**config.mk**
```make
export PLATFORM = sky130hd
export DESIGN_NAME = pc_addr_unit
export DESIGN_NICKNAME = d
export VERILOG_FILES = /design/src/rtl/pcu_pkg.sv /design/src/rtl/pcu_addr_mux.sv /design/src/rtl/pcu_next_pc.sv /design/src/rtl/pcu_pc_reg.sv /design/src/rtl/pc_addr_unit.sv
export SDC_FILE = /design/constraint.sdc
export NUM_CORES = 1
export LEC_CHECK = 0
export BUFFER_PORTS_ARGS = -buffer_cell sky130_fd_sc_hd__clkbuf_2
export CORE_MARGIN = 2
export CORE_UTILIZATION = 46
export CTS_CLUSTER_DIAMETER = 150
export CTS_CLUSTER_SIZE = 28
export DETAILED_ROUTE_END_ITERATION = 7
export PLACE_DENSITY = 0.82
export SLEW_MARGIN = 30
export SYNTH_ARGS = -nofsm -noshare
export SYNTH_HDL_FRONTEND = slang
export SYNTH_SLANG_ARGS = --single-unit
```
**constraint.sdc**
```tcl
create_clock -name clk -period 2 [get_ports clk]
set_clock_uncertainty 0.2 [all_clocks]
set_input_delay 0 -clock clk [delete_from_list [all_inputs] [get_ports clk]]
set_output_delay 0 -clock clk [all_outputs]
set_load 0.02 [all_outputs]
```
**src/rtl/pcu_pkg.sv**
```systemverilog
package pcu_pkg;
  localparam int unsigned ADDR_W_DEF  = 18;
  localparam int unsigned WORD_W_DEF  = 36;
  localparam int unsigned FIELD_W_DEF = 4;
  localparam int unsigned MEM_WORDS_DEF = 32;

  typedef enum logic [1:0] {
    SRC_PC  = 2'b00,
    SRC_MA  = 2'b01,
    SRC_IDX = 2'b10,
    SRC_ACC = 2'b11
  } addr_src_e;
endpackage

```
**src/rtl/pcu_addr_mux.sv**
```systemverilog
module pcu_addr_mux
  import pcu_pkg::*;
#(
  parameter int unsigned AW = ADDR_W_DEF,
  parameter int unsigned FW = FIELD_W_DEF
) (
  input  addr_src_e        sel,
  input  logic [AW-1:0]    pc_val,
  input  logic [AW-1:0]    ma_val,
  input  logic [FW-1:0]    idx_val,
  input  logic [FW-1:0]    acc_val,
  output logic [AW-1:0]    addr
);
  localparam int unsigned PAD_W = (AW > FW) ? AW - FW : 0;

  logic [AW-1:0] idx_wide;
  logic [AW-1:0] acc_wide;

  // Short register numbers become low-memory word addresses.
  generate
    if (PAD_W > 0) begin : g_pad
      assign idx_wide = {{PAD_W{1'b0}}, idx_val};
      assign acc_wide = {{PAD_W{1'b0}}, acc_val};
    end else begin : g_trunc
      assign idx_wide = idx_val[AW-1:0];
      assign acc_wide = acc_val[AW-1:0];
    end
  endgenerate

  always_comb begin
    unique case (sel)
      SRC_PC:  addr = pc_val;
      SRC_MA:  addr = ma_val;
      SRC_IDX: addr = idx_wide;
      SRC_ACC: addr = acc_wide;
      default: addr = pc_val;
    endcase
  end
endmodule

```
**src/rtl/pcu_next_pc.sv**
```systemverilog
module pcu_next_pc #(
  parameter int unsigned AW = 18
) (
  input  logic [AW-1:0] pc_cur,
  input  logic [AW-1:0] jump_tgt,
  input  logic          take_jump,
  output logic [AW-1:0] pc_nxt
);
  logic [AW-1:0] pc_inc;

  // Wraps naturally modulo 2^AW.
  assign pc_inc = pc_cur + {{(AW-1){1'b0}}, 1'b1};
  assign pc_nxt = take_jump ? jump_tgt : pc_inc;
endmodule

```
**src/rtl/pcu_pc_reg.sv**
```systemverilog
module pcu_pc_reg #(
  parameter int unsigned AW = 18
) (
  input  logic          clk,
  input  logic          rst,
  input  logic          en,
  input  logic [AW-1:0] d,
  output logic [AW-1:0] q
);
  always_ff @(posedge clk) begin
    if (rst) begin
      q <= '0;
    end else if (en) begin
      q <= d;
    end
  end
endmodule

```
**src/rtl/pc_addr_unit.sv**
```systemverilog
module pc_addr_unit
  import pcu_pkg::*;
#(
  parameter int unsigned AW        = ADDR_W_DEF,
  parameter int unsigned FW        = FIELD_W_DEF,
  parameter int unsigned MEM_WORDS = MEM_WORDS_DEF,
  localparam int unsigned IW       = $clog2(MEM_WORDS)
) (
  input  logic          clk,
  input  logic          rst,
  input  logic [1:0]    src_sel,
  input  logic [AW-1:0] mar_val,
  input  logic [FW-1:0] idx_fld,
  input  logic [FW-1:0] acc_fld,
  input  logic          pc_step,
  input  logic          pc_jump,
  output logic [AW-1:0] mem_addr,
  output logic [IW-1:0] mem_word_idx,
  output logic [AW-1:0] pc_q
);
  logic [AW-1:0] pc_d;
  addr_src_e     sel_e;

  assign sel_e = addr_src_e'(src_sel);

  pcu_addr_mux #(.AW(AW), .FW(FW)) mux_i (
    .sel     (sel_e),
    .pc_val  (pc_q),
    .ma_val  (mar_val),
    .idx_val (idx_fld),
    .acc_val (acc_fld),
    .addr    (mem_addr)
  );

  pcu_next_pc #(.AW(AW)) nxt_i (
    .pc_cur    (pc_q),
    .jump_tgt  (mar_val),
    .take_jump (pc_jump),
    .pc_nxt    (pc_d)
  );

  pcu_pc_reg #(.AW(AW)) pc_i (
    .clk (clk),
    .rst (rst),
    .en  (pc_step),
    .d   (pc_d),
    .q   (pc_q)
  );

  assign mem_word_idx = mem_addr[IW-1:0];
endmodule

```
==> metrics.txt, run 1 <==
# TYPE chip_impl_metric gauge
chip_impl_metric{name="static-leakage-power",unit="nW"} 0.998
chip_impl_metric{name="holdWs",unit="ps"} 155
chip_impl_metric{name="final_net_count",unit=""} 302
chip_impl_metric{name="clk_sink_count",unit=""} 18
chip_impl_metric{name="cts_setup_buffers",unit=""} 0
chip_impl_metric{name="worst_skew_pair.late_latency",unit="ps"} 300
chip_impl_metric{name="worst_path_maximum_fanout",unit=""} 2
chip_impl_metric{name="synth_async_sr_flop_share",unit=""} 0
chip_impl_info{name="kind_of_capture_point_of_the_worst_setup_path",value="flip-flop"} 1
chip_impl_metric{name="final_layout_size_suffix_gt1_frac",unit=""} 0.348
chip_impl_info{name="run_status",value="complete, no violations"} 1
chip_impl_metric{name="setup_violations",unit=""} 0
chip_impl_metric{name="cts_max_level",unit=""} 1
chip_impl_metric{name="critPathBufInv",unit=""} 1
chip_impl_info{name="cpMaxStageDelayCell",value="sky130_fd_sc_hd__dlygate4sd3_1"} 1
chip_impl_info{name="synth_ff_type",value="sky130_fd_sc_hd__dfxtp_1"} 1
chip_impl_metric{name="ys.warnings.count",unit=""} 0
chip_impl_metric{name="number_of_vias_per_cell_after_detailed_routing",unit=""} 5.68
chip_impl_metric{name="average_wire_per_standard_cell",unit="um"} 14.3
chip_impl_metric{name="largest_voltage_drop_on_the_vdd_net",unit="mV"} 0.403
chip_impl_metric{name="synth_seq_cells",unit=""} 18
chip_impl_info{name="largestRegisters",value="pc_i.q: 18 flops"} 1
chip_impl_info{name="clock_tree.root_cell",value="sky130_fd_sc_hd__clkbuf_4"} 1
chip_impl_metric{name="detailedPlacementHpwl",unit="um"} 3020
chip_impl_info{name="synth.area.top_cells",value="sky130_fd_sc_hd__dfxtp_1 (24%), sky130_fd_sc_hd__mux2i_1 (12%), sky130_fd_sc_hd__nor2_1 (7.0%), sky130_fd_sc_hd__mux4_1 (3.5%), sky130_fd_sc_hd__nand2_1 (3.5%)"} 1
chip_impl_metric{name="tns",unit="ps"} 0
chip_impl_metric{name="utilization",unit=""} 0.683
chip_impl_metric{name="layoutNonFillerInstCount",unit=""} 311
chip_impl_metric{name="io-pin-count",unit=""} 73
chip_impl_info{name="post_synth_most_frequent_cells",value="sky130_fd_sc_hd__nor2_1 (28), sky130_fd_sc_hd__dfxtp_1 (18), sky130_fd_sc_hd__mux2i_1 (18), sky130_fd_sc_hd__nand2_1 (14)"} 1
chip_impl_metric{name="final.period_utilization",unit=""} 0.921
chip_impl_metric{name="synth_edf_count",unit=""} 0
chip_impl_metric{name="first_pass_grt_wire_length",unit="um"} 7110
chip_impl_metric{name="cp_data_arrival_time",unit="ps"} 1880
chip_impl_metric{name="flow.area_growth_from_synthesis",unit="%"} 40.5
chip_impl_metric{name="die_area",unit="um2"} 3730
chip_impl_info{name="cts_tree",value="built"} 1
chip_impl_metric{name="hold_viol",unit=""} 0
chip_impl_info{name="critPathKind",value="flip-flop to flip-flop"} 1
chip_impl_metric{name="cts_inserted_buffers",unit=""} 3
chip_impl_metric{name="p_total",unit="mW"} 0.962
chip_impl_metric{name="ys_types",unit=""} 40
chip_impl_metric{name="netlist.area_leader.share",unit=""} 0.241
chip_impl_metric{name="critical_path_required",unit="ps"} 2040
chip_impl_info{name="crit_family",value="buffers and inverters"} 1
chip_impl_info{name="cp_cell_sequence",value="ha_1, mux2i_1, a211oi_1, dlygate4sd3_1"} 1
chip_impl_info{name="registers.top_by_ff_count",value="pc_i.q"} 1
chip_impl_metric{name="count_of_vias_placed_by_the_detailed_router",unit=""} 1768
chip_impl_metric{name="grt_start_max_net_pins",unit=""} 39
chip_impl_metric{name="rows",unit=""} 20
chip_impl_metric{name="achievable-frequency",unit="MHz"} 543
chip_impl_metric{name="layout_min_cycle_time",unit="ps"} 1840
chip_impl_info{name="synthDominantAreaCellType",value="sky130_fd_sc_hd__dfxtp_1"} 1
chip_impl_info{name="synth_most_common_cell",value="sky130_fd_sc_hd__nor2_1"} 1
chip_impl_metric{name="n_antenna_cell",unit=""} 0
chip_impl_metric{name="drcViolationCount",unit=""} 0
chip_impl_metric{name="synth_nets",unit=""} 214
chip_impl_metric{name="floorplan.die.height",unit="um"} 61.0
chip_impl_metric{name="clk_pin_slew",unit="ps"} 100
chip_impl_metric{name="power_density",unit="nW/um2"} 458
chip_impl_metric{name="final_max_slew_viol_count",unit=""} 0
chip_impl_metric{name="numPortBuffers",unit=""} 72
chip_impl_metric{name="grt_remaining_overflow",unit=""} 0
chip_impl_metric{name="synth_sequential_area_ratio",unit=""} 0.241
chip_impl_metric{name="ant_nets",unit=""} 0
chip_impl_metric{name="syn-instance-count",unit=""} 181
chip_impl_metric{name="drtIter0Drc",unit=""} 80
chip_impl_metric{name="floorplan.initialDensity",unit=""} 0.486
chip_impl_metric{name="timing_worst_slew_pin_value",unit="ps"} 629
chip_impl_info{name="worstHoldPathType",value="primary input to flip-flop"} 1
chip_impl_info{name="rsz_0062_raised_after_global_routing",value="no"} 1
chip_impl_metric{name="place.gp.congestion",unit=""} 0.805
chip_impl_metric{name="detailedRoute.firstPassIterationCount",unit=""} 4
chip_impl_metric{name="global_route_usage_over_all_layers",unit=""} 0.252
chip_impl_metric{name="core_region_area",unit="um2"} 3080
chip_impl_metric{name="mappedNetlistArea",unit="um2"} 1500
chip_impl_info{name="critical_path.startpoint_type",value="flip-flop"} 1
chip_impl_metric{name="grt_antenna_before_repair",unit=""} 0
chip_impl_metric{name="cts_max_path_buffers",unit=""} 2
chip_impl_metric{name="die_width",unit="um"} 61.0
chip_impl_metric{name="route.final.wire_length",unit="um"} 4450
chip_impl_metric{name="avgSynthCellArea",unit="um2"} 8.27
chip_impl_metric{name="via_count_of_the_first_global_routing_pass",unit=""} 1614
chip_impl_metric{name="max_cap_viol_count",unit=""} 0
chip_impl_metric{name="largest_register_ff_count",unit=""} 18
chip_impl_metric{name="timing.slew.headroom",unit=""} 0.581
chip_impl_metric{name="max_stage_delay",unit="ps"} 610
chip_impl_metric{name="numPlacedInstances",unit=""} 287
## worst min-delay path, stage by stage
cell and delay (ps):
sky130_fd_sc_hd__clkbuf_2 280, sky130_fd_sc_hd__a21oi_1 230, sky130_fd_sc_hd__a221oi_1 90
## area by class of cell
| cell class | instances | area (um2) |
|---|---|---|
| Clock buffer | 3 | 22.5 |
| Fill cell | 285 | 976 |
| Inverter | 4 | 15.0 |
| Multi-Input combinational cell | 141 | 1020 |
| Sequential cell | 18 | 360 |
| Tap cell | 44 | 55.1 |
| Timing Repair Buffer | 101 | 631 |
## what timing repair did
| item | 4_1_cts | 5_1_grt |
|---|---|---|
| resized for setup | 0 | 0 |
| hold buffers | 21 | 0 |
| endpoints found under the hold margin | 18 | 0 |
## per-stage QoR
step	cell area, um2	setup slack (ps)
6_report	2100	158
5_1_grt	2100	42.1
4_1_cts	2100	181
3_5_place_dp	1870	202
3_3_place_gp	1870	261
2_1_floorplan	1500	39.5
## metal layers
layer	global-route usage	up-vias	share of wire
met3	0.0483	8	0.043
met5	0	-	0
met2	0.460	58	0.53
met1	0.298	853	0.42
li1	-	849	-
met4	0.0683	0	0.012
## path summary, 6_finish.rpt
path	startpoint	to	slack (ps)	cells after the start
worst max-delay path	pc_i.q[0]	pc_i.q[1]	160	4
worst min-delay path	pc_jump	pc_i.q[10]	160	3
worst max register to register	pc_i.q[0]	pc_i.q[1]	160	4
worst min register to register	pc_i.q[17]	pc_i.q[17]	380	1
## layout by cell type, fill, tap and decap left out, drive strengths merged, types with 2 or more instances in the layout
master and n:
nand2 15, a21bo 2, mux4 4, mux2i 18
nand4 2, and4b 2, a22oi 4, a32o 5
a211oi 3, dlygate4sd3 21, nor2b 7, nor2 28
o21ai 11, a31oi 4, o22ai 4, nand3 7
a21oi 6, dfxtp 18, a22o 3, o31ai 2
inv 3, nor4 2, buf 8, clkbuf 75
o41ai 3
## report_power, final
group	total, mW	internal [mW]	switching [mW]	leakage [nW]
combinational	0.372	0.163	0.209	0.836
sequential	0.408	0.380	0.0279	0.148
clock	0.183	0.0703	0.112	0.0138
## cell families after synthesis
| group | count (synthesis) | share of synthesized area |
|---|---|---|
| buffers and inverters | 22 | 0.0786 |
| adder cells (fa/ha/maj) | 1 | 0.00836 |
| AO/OA/AOI/OAI | 49 | 0.229 |
| AND/OR/NAND/NOR | 69 | 0.258 |
| multiplexers | 22 | 0.186 |
| flip-flops | 18 | 0.241 |
No activity file was read; power rests on OpenSTA's default activity.
==> inputs of run 2 (changes only) <==
--- a/config.mk
+++ b/config.mk
@@ -12,6 +12,7 @@
 export CTS_CLUSTER_SIZE = 28
 export DETAILED_ROUTE_END_ITERATION = 7
 export PLACE_DENSITY = 0.82
+export RECOVER_POWER = 25
 export SLEW_MARGIN = 30
 export SYNTH_ARGS = -nofsm -noshare
 export SYNTH_HDL_FRONTEND = slang
==> run 2 against run 1 <==
Power down 0.51%. Critical path depth unchanged. Utilization down 0.57 points. Global-route usage unchanged. Combinational power down 1%. Critical endpoint unchanged.
==> metrics.txt, run 2 (synthesis gave the netlist of run 1 again) <==
# TYPE chip_impl_metric gauge
chip_impl_metric{name="worst_path_maximum_fanout",unit=""} 2
chip_impl_metric{name="numPortBuffers",unit=""} 72
chip_impl_metric{name="cts_max_path_buffers",unit=""} 2
chip_impl_metric{name="clk_pin_slew",unit="ps"} 100
chip_impl_metric{name="layout.cell_area.non_filler",unit="um2"} 2080
chip_impl_metric{name="detailedRoute.firstPassIterationCount",unit=""} 4
chip_impl_metric{name="final_max_slew_viol_count",unit=""} 0
chip_impl_metric{name="die_width",unit="um"} 61.0
chip_impl_metric{name="drtIter0Drc",unit=""} 80
chip_impl_info{name="worst_r2r_endpoint",value="pc_i.q[1]"} 1
chip_impl_metric{name="number_of_vias_per_cell_after_detailed_routing",unit=""} 5.67
chip_impl_metric{name="fill_cells",unit=""} 294
chip_impl_metric{name="power_density",unit="nW/um2"} 459
chip_impl_metric{name="critical_path_required",unit="ps"} 2040
chip_impl_metric{name="static-leakage-power",unit="nW"} 0.951
chip_impl_metric{name="ctsResizeCount",unit=""} 0
chip_impl_metric{name="layout_min_cycle_time",unit="ps"} 1840
chip_impl_info{name="largestRegisters",value="pc_i.q: 18 flops"} 1
chip_impl_metric{name="place.gp.congestion",unit=""} 0.805
chip_impl_metric{name="average_wire_per_standard_cell",unit="um"} 14.3
chip_impl_metric{name="routedLengthMet1",unit="um"} 1870
chip_impl_info{name="registers.top_by_ff_count",value="pc_i.q"} 1
chip_impl_metric{name="io-pin-count",unit=""} 73
chip_impl_metric{name="worst_skew_pair.late_latency",unit="ps"} 300
chip_impl_metric{name="grt_start_max_net_pins",unit=""} 39
chip_impl_metric{name="floorplan.die.height",unit="um"} 61.0
chip_impl_metric{name="hold_viol",unit=""} 0
chip_impl_metric{name="final_layout_size_suffix_gt1_frac",unit=""} 0.296
chip_impl_metric{name="final.period_utilization",unit=""} 0.920
chip_impl_metric{name="route.final.wire_length",unit="um"} 4460
chip_impl_metric{name="wl_met3",unit="um"} 186
chip_impl_metric{name="largest_register_ff_count",unit=""} 18
chip_impl_info{name="kind_of_capture_point_of_the_worst_setup_path",value="flip-flop"} 1
chip_impl_info{name="cts_tree",value="built"} 1
chip_impl_metric{name="r2r_slack",unit="ps"} 160
chip_impl_metric{name="post-route-worst-setup-slack",unit="ps"} 161
chip_impl_metric{name="rr_worst_depth",unit=""} 4
chip_impl_metric{name="drcViolationCount",unit=""} 0
chip_impl_metric{name="utilization",unit=""} 0.677
chip_impl_info{name="dr.max_layer_used",value="met4"} 1
chip_impl_metric{name="grt_antenna_before_repair",unit=""} 0
chip_impl_metric{name="cts_max_level",unit=""} 1
chip_impl_metric{name="grt_remaining_overflow",unit=""} 0
chip_impl_info{name="min_from",value="pc_jump"} 1
chip_impl_info{name="critPathKind",value="flip-flop to flip-flop"} 1
chip_impl_metric{name="setup_violations",unit=""} 0
chip_impl_info{name="worstHoldPathType",value="primary input to flip-flop"} 1
chip_impl_metric{name="count_of_vias_placed_by_the_detailed_router",unit=""} 1763
chip_impl_metric{name="clk_sink_count",unit=""} 18
chip_impl_metric{name="timing_worst_slew_pin_value",unit="ps"} 634
chip_impl_info{name="run_status",value="complete, no violations"} 1
chip_impl_metric{name="detailedPlace.worstSlack",unit="ps"} 202
chip_impl_metric{name="whs_path_depth",unit=""} 3
chip_impl_metric{name="dpl_cell_area",unit="um2"} 1870
chip_impl_metric{name="cts_inserted_buffers",unit=""} 3
chip_impl_metric{name="n_antenna_cell",unit=""} 0
chip_impl_info{name="final_cell_mix",value="sky130_fd_sc_hd__clkbuf_2 (58), sky130_fd_sc_hd__nor2_1 (28), sky130_fd_sc_hd__dlygate4sd3_1 (21)"} 1
chip_impl_info{name="hold_path_end",value="pc_i.q[10]"} 1
chip_impl_metric{name="largest_voltage_drop_on_the_vdd_net",unit="mV"} 0.402
chip_impl_metric{name="sequential_cell_area",unit="um2"} 360
chip_impl_metric{name="floorplan.initialDensity",unit=""} 0.486
chip_impl_metric{name="via_count_of_the_first_global_routing_pass",unit=""} 1614
chip_impl_metric{name="first_pass_grt_wire_length",unit="um"} 7110
chip_impl_metric{name="detailedPlacementHpwl",unit="um"} 3020
chip_impl_info{name="rsz_0062_raised_after_global_routing",value="no"} 1
chip_impl_info{name="layout_commonest_cell",value="sky130_fd_sc_hd__clkbuf_2"} 1
chip_impl_metric{name="wl_met2",unit="um"} 2350
chip_impl_metric{name="core_region_area",unit="um2"} 3080
chip_impl_metric{name="achievable-frequency",unit="MHz"} 544
chip_impl_info{name="crit-reg2reg-launch",value="pc_i.q[0]"} 1
chip_impl_metric{name="multi_input_area",unit="um2"} 1020
chip_impl_metric{name="global_route_usage_over_all_layers",unit=""} 0.252
chip_impl_metric{name="die_area",unit="um2"} 3730
chip_impl_metric{name="max_cap_viol_count",unit=""} 0
chip_impl_metric{name="flow.area_growth_from_synthesis",unit="%"} 39.3
chip_impl_info{name="critical_path.startpoint_type",value="flip-flop"} 1
chip_impl_info{name="clock_tree.root_cell",value="sky130_fd_sc_hd__clkbuf_4"} 1
chip_impl_metric{name="ant_nets",unit=""} 0
chip_impl_metric{name="tns",unit="ps"} 0
chip_impl_metric{name="cp_data_arrival_time",unit="ps"} 1880
chip_impl_metric{name="rows",unit=""} 20
chip_impl_metric{name="timing.slew.headroom",unit=""} 0.577
chip_impl_metric{name="final_net_count",unit=""} 302
run 2: cell type report:
cell class | count | share of cell area
Sequential cell | 18 | 0.173
Timing Repair Buffer | 101 | 0.294
Clock buffer | 3 | 0.0108
Tap cell | 44 | 0.0264
Inverter | 4 | 0.00720
Multi-Input combinational cell | 141 | 0.489
run 2: where the power goes:
part | switching (mW) | internal, mW | total (mW)
clock | 0.112 | 0.0703 | 0.182
combinational | 0.209 | 0.158 | 0.367
sequential | 0.0278 | 0.380 | 0.407
total | 0.349 | 0.608 | 0.957
run 2: through the flow:
step / total power [mW] / hold WS, ps / instances
5_1_grt: 1.01 / 200 / 311
4_1_cts: 0.962 / 142 / 311
3_3_place_gp: 0.741 / 105 / 287
3_5_place_dp: 0.748 / 121 / 287
6_report: 0.957 / 152 / 311
2_1_floorplan: 0.642 / -127 / 181
run 2: repair_timing:
action | 4_1_cts | 5_1_grt
setup endpoints to repair | 0 | 0
hold buffers | 21 | 0
endpoints found under the hold margin | 18 | 0
setup buffers | 0 | 0
run 2: worst max path at each step:
stage	cells after the start	end	startpoint	slack (ps)
final	4	pc_i.q[1]	pc_i.q[0]	160
after global routing	6	pc_i.q[15]	pc_i.q[2]	40
after CTS	6	pc_i.q[14]	pc_i.q[0]	180
after detailed placement	6	pc_i.q[14]	pc_i.q[0]	200
after global placement	5	pc_i.q[17]	pc_i.q[2]	260
after floorplan	6	pc_i.q[14]	pc_i.q[0]	40
run 2: per-layer routing:
layer,vias to the layer above,global-route usage
met2,52,0.460
met5,-,0
met4,0,0.0683
met3,8,0.0483
met1,854,0.298
li1,849,-
run 2: worst max-delay path, cell delays in order, from the launching register on:
cell and delay, ps:
sky130_fd_sc_hd__dfxtp_1 330, sky130_fd_sc_hd__ha_1 270, sky130_fd_sc_hd__mux2i_1 60, sky130_fd_sc_hd__a211oi_1 300, sky130_fd_sc_hd__dlygate4sd3_1 610
==> inputs of run 3 (changes only) <==
--- a/config.mk
+++ b/config.mk
@@ -5,13 +5,14 @@
 export SDC_FILE = /design/constraint.sdc
 export NUM_CORES = 1
 export LEC_CHECK = 0
+export ABC_AREA = 1
 export BUFFER_PORTS_ARGS = -buffer_cell sky130_fd_sc_hd__clkbuf_2
 export CORE_MARGIN = 2
-export CORE_UTILIZATION = 46
+export CORE_UTILIZATION = 47
 export CTS_CLUSTER_DIAMETER = 150
 export CTS_CLUSTER_SIZE = 28
 export DETAILED_ROUTE_END_ITERATION = 7
-export PLACE_DENSITY = 0.82
+export PLACE_DENSITY = 0.83
 export RECOVER_POWER = 25
 export SLEW_MARGIN = 30
 export SYNTH_ARGS = -nofsm -noshare
==> run 3 against run 2 <==
Via count up 16%. Synthesized cell count up 46%. Sequential power up 3%. Global-route usage up 2.4 points. Die area up 1.6%. Largest cell class unchanged. Hold slack worse by 250 ps. The flow now finishes with violations (hold timing). Wire length up 14%. Non-clock buffer count down 5. Power up 6.9%.
==> metrics.txt, run 3 <==
# TYPE chip_impl_metric gauge
chip_impl_metric{name="io-pin-count",unit=""} 73
chip_impl_metric{name="worst_path_maximum_fanout",unit=""} 5
chip_impl_metric{name="clk_pin_slew",unit="ps"} 120
chip_impl_metric{name="setup_violations",unit=""} 0
chip_impl_info{name="post_synth_most_frequent_cells",value="sky130_fd_sc_hd__nand2_1 (63), sky130_fd_sc_hd__inv_1 (32), sky130_fd_sc_hd__a21oi_1 (29), sky130_fd_sc_hd__nand3_1 (23), sky130_fd_sc_hd__dfxtp_1 (18)"} 1
chip_impl_metric{name="final_layout_size_suffix_gt1_frac",unit=""} 0.328
chip_impl_metric{name="core_region_area",unit="um2"} 3100
chip_impl_metric{name="cts_max_level",unit=""} 1
chip_impl_metric{name="cts_max_path_buffers",unit=""} 2
chip_impl_info{name="cts_tree",value="built"} 1
chip_impl_metric{name="die_area",unit="um2"} 3790
chip_impl_metric{name="sequentialPowerShare",unit=""} 0.408
chip_impl_info{name="final_cell_mix",value="sky130_fd_sc_hd__clkbuf_2 (71), sky130_fd_sc_hd__nand2_1 (61), sky130_fd_sc_hd__inv_1 (32)"} 1
chip_impl_metric{name="max_cap_viol_count",unit=""} 0
chip_impl_metric{name="power_density",unit="nW/um2"} 463
chip_impl_metric{name="mappedNetlistArea",unit="um2"} 1560
chip_impl_info{name="synth_ff_type",value="sky130_fd_sc_hd__dfxtp_1"} 1
chip_impl_metric{name="synth_sequential_area_ratio",unit=""} 0.232
chip_impl_metric{name="cts_inserted_buffers",unit=""} 3
chip_impl_metric{name="n_antenna_cell",unit=""} 0
chip_impl_info{name="worst_r2r_endpoint",value="pc_i.q[13]"} 1
chip_impl_info{name="hold_path_end",value="pc_i.q[2]"} 1
chip_impl_metric{name="static-leakage-power",unit="nW"} 1.03
chip_impl_info{name="cp_common_cell",value="sky130_fd_sc_hd__nand2_1"} 1
chip_impl_metric{name="via_count_of_the_first_global_routing_pass",unit=""} 1810
chip_impl_info{name="largestRegisters",value="pc_i.q: 18 flops"} 1
chip_impl_metric{name="numPortBuffers",unit=""} 72
chip_impl_metric{name="layout_min_cycle_time",unit="ps"} 1970
chip_impl_info{name="synthDominantAreaCellType",value="sky130_fd_sc_hd__dfxtp_1"} 1
chip_impl_info{name="violations",value="hold timing"} 1
chip_impl_metric{name="holdWs",unit="ps"} -103
chip_impl_metric{name="timing.slew.headroom",unit=""} 0.591
chip_impl_info{name="synth_most_common_cell",value="sky130_fd_sc_hd__nand2_1"} 1
chip_impl_metric{name="clk_sink_count",unit=""} 18
chip_impl_info{name="setup.worst_path.start",value="pc_i.q[9]"} 1
chip_impl_metric{name="average_wire_per_standard_cell",unit="um"} 13.0
chip_impl_info{name="critPathKind",value="flip-flop to flip-flop"} 1
chip_impl_metric{name="ys.warnings.count",unit=""} 0
chip_impl_metric{name="avgSynthCellArea",unit="um2"} 5.89
chip_impl_metric{name="drcViolationCount",unit=""} 0
chip_impl_info{name="synth.area.top_cells",value="sky130_fd_sc_hd__dfxtp_1 (23%), sky130_fd_sc_hd__nand2_1 (15%), sky130_fd_sc_hd__a21oi_1 (9.3%), sky130_fd_sc_hd__inv_1 (7.7%), sky130_fd_sc_hd__nand3_1 (7.4%)"} 1
chip_impl_metric{name="max_stage_delay",unit="ps"} 600
chip_impl_metric{name="synth_edf_count",unit=""} 0
chip_impl_metric{name="grt_remaining_overflow",unit=""} 0
chip_impl_metric{name="ant_nets",unit=""} 0
chip_impl_metric{name="flow.area_growth_from_synthesis",unit="%"} 42.2
chip_impl_metric{name="worst_skew_pair.late_latency",unit="ps"} 310
chip_impl_metric{name="syn-instance-count",unit=""} 264
chip_impl_info{name="cpMaxStageDelayCell",value="sky130_fd_sc_hd__dlygate4sd3_1"} 1
chip_impl_metric{name="use_met3",unit=""} 0.0525
chip_impl_metric{name="detailedRoute.firstPassIterationCount",unit=""} 5
chip_impl_metric{name="drtIter0Drc",unit=""} 127
chip_impl_metric{name="rr_worst_depth",unit=""} 8
chip_impl_metric{name="detailedPlacementHpwl",unit="um"} 3350
chip_impl_metric{name="place.gp.congestion",unit=""} 0.832
chip_impl_metric{name="p_switching",unit="mW"} 0.394
chip_impl_metric{name="grt_antenna_before_repair",unit=""} 0
chip_impl_metric{name="route.final.wire_length",unit="um"} 5100
chip_impl_metric{name="tns",unit="ps"} 0
chip_impl_metric{name="netlist.area_leader.share",unit=""} 0.232
chip_impl_metric{name="use_met2",unit=""} 0.501
chip_impl_info{name="rsz_0062_raised_after_global_routing",value="yes"} 1
chip_impl_metric{name="count_of_vias_placed_by_the_detailed_router",unit=""} 2039
chip_impl_info{name="critical_path.startpoint_type",value="flip-flop"} 1
chip_impl_metric{name="fill_cells",unit=""} 286
chip_impl_metric{name="final_net_count",unit=""} 382
chip_impl_metric{name="critical_path_required",unit="ps"} 2000
chip_impl_info{name="registers.top_by_ff_count",value="pc_i.q"} 1
chip_impl_metric{name="floorplan.die.height",unit="um"} 61.5
chip_impl_metric{name="hold_viol",unit=""} 1
chip_impl_info{name="grt_most_used_layer",value="met2"} 1
chip_impl_metric{name="r2r_slack",unit="ps"} 30
chip_impl_info{name="layout_commonest_cell",value="sky130_fd_sc_hd__clkbuf_2"} 1
chip_impl_info{name="crit-reg2reg-launch",value="pc_i.q[9]"} 1
chip_impl_info{name="clock_tree.root_cell",value="sky130_fd_sc_hd__clkbuf_4"} 1
chip_impl_metric{name="use_met1",unit=""} 0.341
chip_impl_info{name="min_from",value="mar_val[2]"} 1
chip_impl_metric{name="synth_async_sr_flop_share",unit=""} 0
chip_impl_metric{name="global_route_usage_over_all_layers",unit=""} 0.276
chip_impl_metric{name="timing_worst_slew_pin_value",unit="ps"} 612
chip_impl_metric{name="first_pass_grt_wire_length",unit="um"} 7870
chip_impl_metric{name="ys_types",unit=""} 32
chip_impl_metric{name="rows",unit=""} 20
chip_impl_metric{name="internal_power",unit="mW"} 0.630
chip_impl_metric{name="whs_path_depth",unit=""} 5
chip_impl_metric{name="largest_voltage_drop_on_the_vdd_net",unit="mV"} 0.447
chip_impl_metric{name="final_max_slew_viol_count",unit=""} 0
chip_impl_info{name="cp_cell_sequence",value="nand2_1, nor2_2, nand3_1, nand2_1, nand3_1, nand2_1, a21oi_1, dlygate4sd3_1"} 1
chip_impl_metric{name="largest_register_ff_count",unit=""} 18
chip_impl_metric{name="cp_data_arrival_time",unit="ps"} 1960
chip_impl_metric{name="die_width",unit="um"} 61.5
chip_impl_metric{name="swShare",unit=""} 0.384
chip_impl_metric{name="synth_seq_cells",unit=""} 18
chip_impl_info{name="worstHoldPathType",value="primary input to flip-flop"} 1
chip_impl_metric{name="number_of_vias_per_cell_after_detailed_routing",unit=""} 5.20
chip_impl_metric{name="grt_start_max_net_pins",unit=""} 27
chip_impl_metric{name="floorplan.initialDensity",unit=""} 0.501
chip_impl_metric{name="final.period_utilization",unit=""} 0.983
chip_impl_metric{name="achievable-frequency",unit="MHz"} 509
chip_impl_metric{name="p_clk_frac",unit=""} 0.238
chip_impl_info{name="kind_of_capture_point_of_the_worst_setup_path",value="flip-flop"} 1
chip_impl_info{name="run_status",value="finished with violations"} 1
chip_impl_metric{name="p_comb_frac",unit=""} 0.353
chip_impl_metric{name="synth_nets",unit=""} 297
run 3: cell count changes after synthesis, moves of 5 or more:
cell / delta
sky130_fd_sc_hd__a21oi_1: +23
sky130_fd_sc_hd__a32o_1: -5
sky130_fd_sc_hd__inv_2: +6
sky130_fd_sc_hd__o22ai_1: +6
sky130_fd_sc_hd__buf_2: +6
sky130_fd_sc_hd__nand3_1: +18
sky130_fd_sc_hd__nor2b_1: -7
sky130_fd_sc_hd__mux2i_1: -18
sky130_fd_sc_hd__nand4_1: +5
sky130_fd_sc_hd__nand2_1: +49
sky130_fd_sc_hd__nor2_1: -13
sky130_fd_sc_hd__inv_1: +29
sky130_fd_sc_hd__clkbuf_1: -6
run 3: per-stage QoR:
stage / worst slack (ps) / cell area, um2 / std cells / util / power [mW]
6_report: 34.9 / 2210 / 392 / 0.713 / 1.02
5_1_grt: -94.3 / 2210 / 392 / 0.713 / 1.07
4_1_cts: 10.8 / 2160 / 392 / 0.695 / 1.02
3_5_place_dp: 317 / 1890 / 365 / 0.609 / 0.745
3_3_place_gp: 366 / 1890 / 365 / 0.609 / 0.742
2_1_floorplan: 313 / 1560 / 264 / - / 0.640
run 3: worst max-delay path: cells and delay by family, from the launching register on:
kind            cells  cell delay (ps)
buf+inv             1              600
simple gates        6              580
flops               1              400
compound gates      1               70
run 3: area by class of cell:
type | instances | area, um2 | area share
repair buffers | 96 | 594 | 0.269
multi-input cells | 191 | 976 | 0.441
clock buffers | 4 | 36.3 | 0.0164
well taps | 44 | 55.1 | 0.0249
inverters | 39 | 149 | 0.0673
flip-flops and latches | 18 | 402 | 0.182
run 3: how the worst max path moves through the flow:
| stage | endpoint | slack, ps | cells past startpoint |
|---|---|---|---|
| 2_1_floorplan | pc_i.q[12] | 310 | 10 |
| 3_3_place_gp | pc_i.q[12] | 370 | 10 |
| 3_5_place_dp | pc_i.q[12] | 320 | 10 |
| 4_1_cts | pc_i.q[13] | 10 | 8 |
| 5_1_grt | pc_i.q[13] | -90 | 8 |
| 6_report | pc_i.q[13] | 30 | 8 |
run 3: power by group through the flow:
stage	clock network, mW	logic, mW	registers (mW)
2_1_floorplan	0	0.194	0.446
3_3_place_gp	0	0.317	0.425
3_5_place_dp	0	0.319	0.426
4_1_cts	0.242	0.357	0.418
5_1_grt	0.253	0.398	0.421
6_report	0.244	0.362	0.418
run 3: kinds of logic after synthesis:
| group | synth area share |
|---|---|
| and+or+nand+nor | 0.371 |
| adders and majority gates | 0.00804 |
| buffers and inverters | 0.150 |
| DFF | 0.232 |
| AOI/OAI and AO/OA | 0.233 |
| xor gates and xnor gates | 0.00563 |
run 3: layer usage:
layer  share of wire  vias to the layer above
met3           0.073                       12
met1            0.42                      884
met4           0.022                        0
li1                -                     1043
met2            0.48                      100
met5               0                        -
run 3: what timing repair did:
| action | in CTS | in global routing |
|---|---|---|
| setup endpoints to repair | 0 | 4 |
| resized for setup | 0 | 30 |
| hold buffers | 23 | 0 |
| hold endpoints to repair | 18 | 0 |
| setup buffers | 0 | 1 |
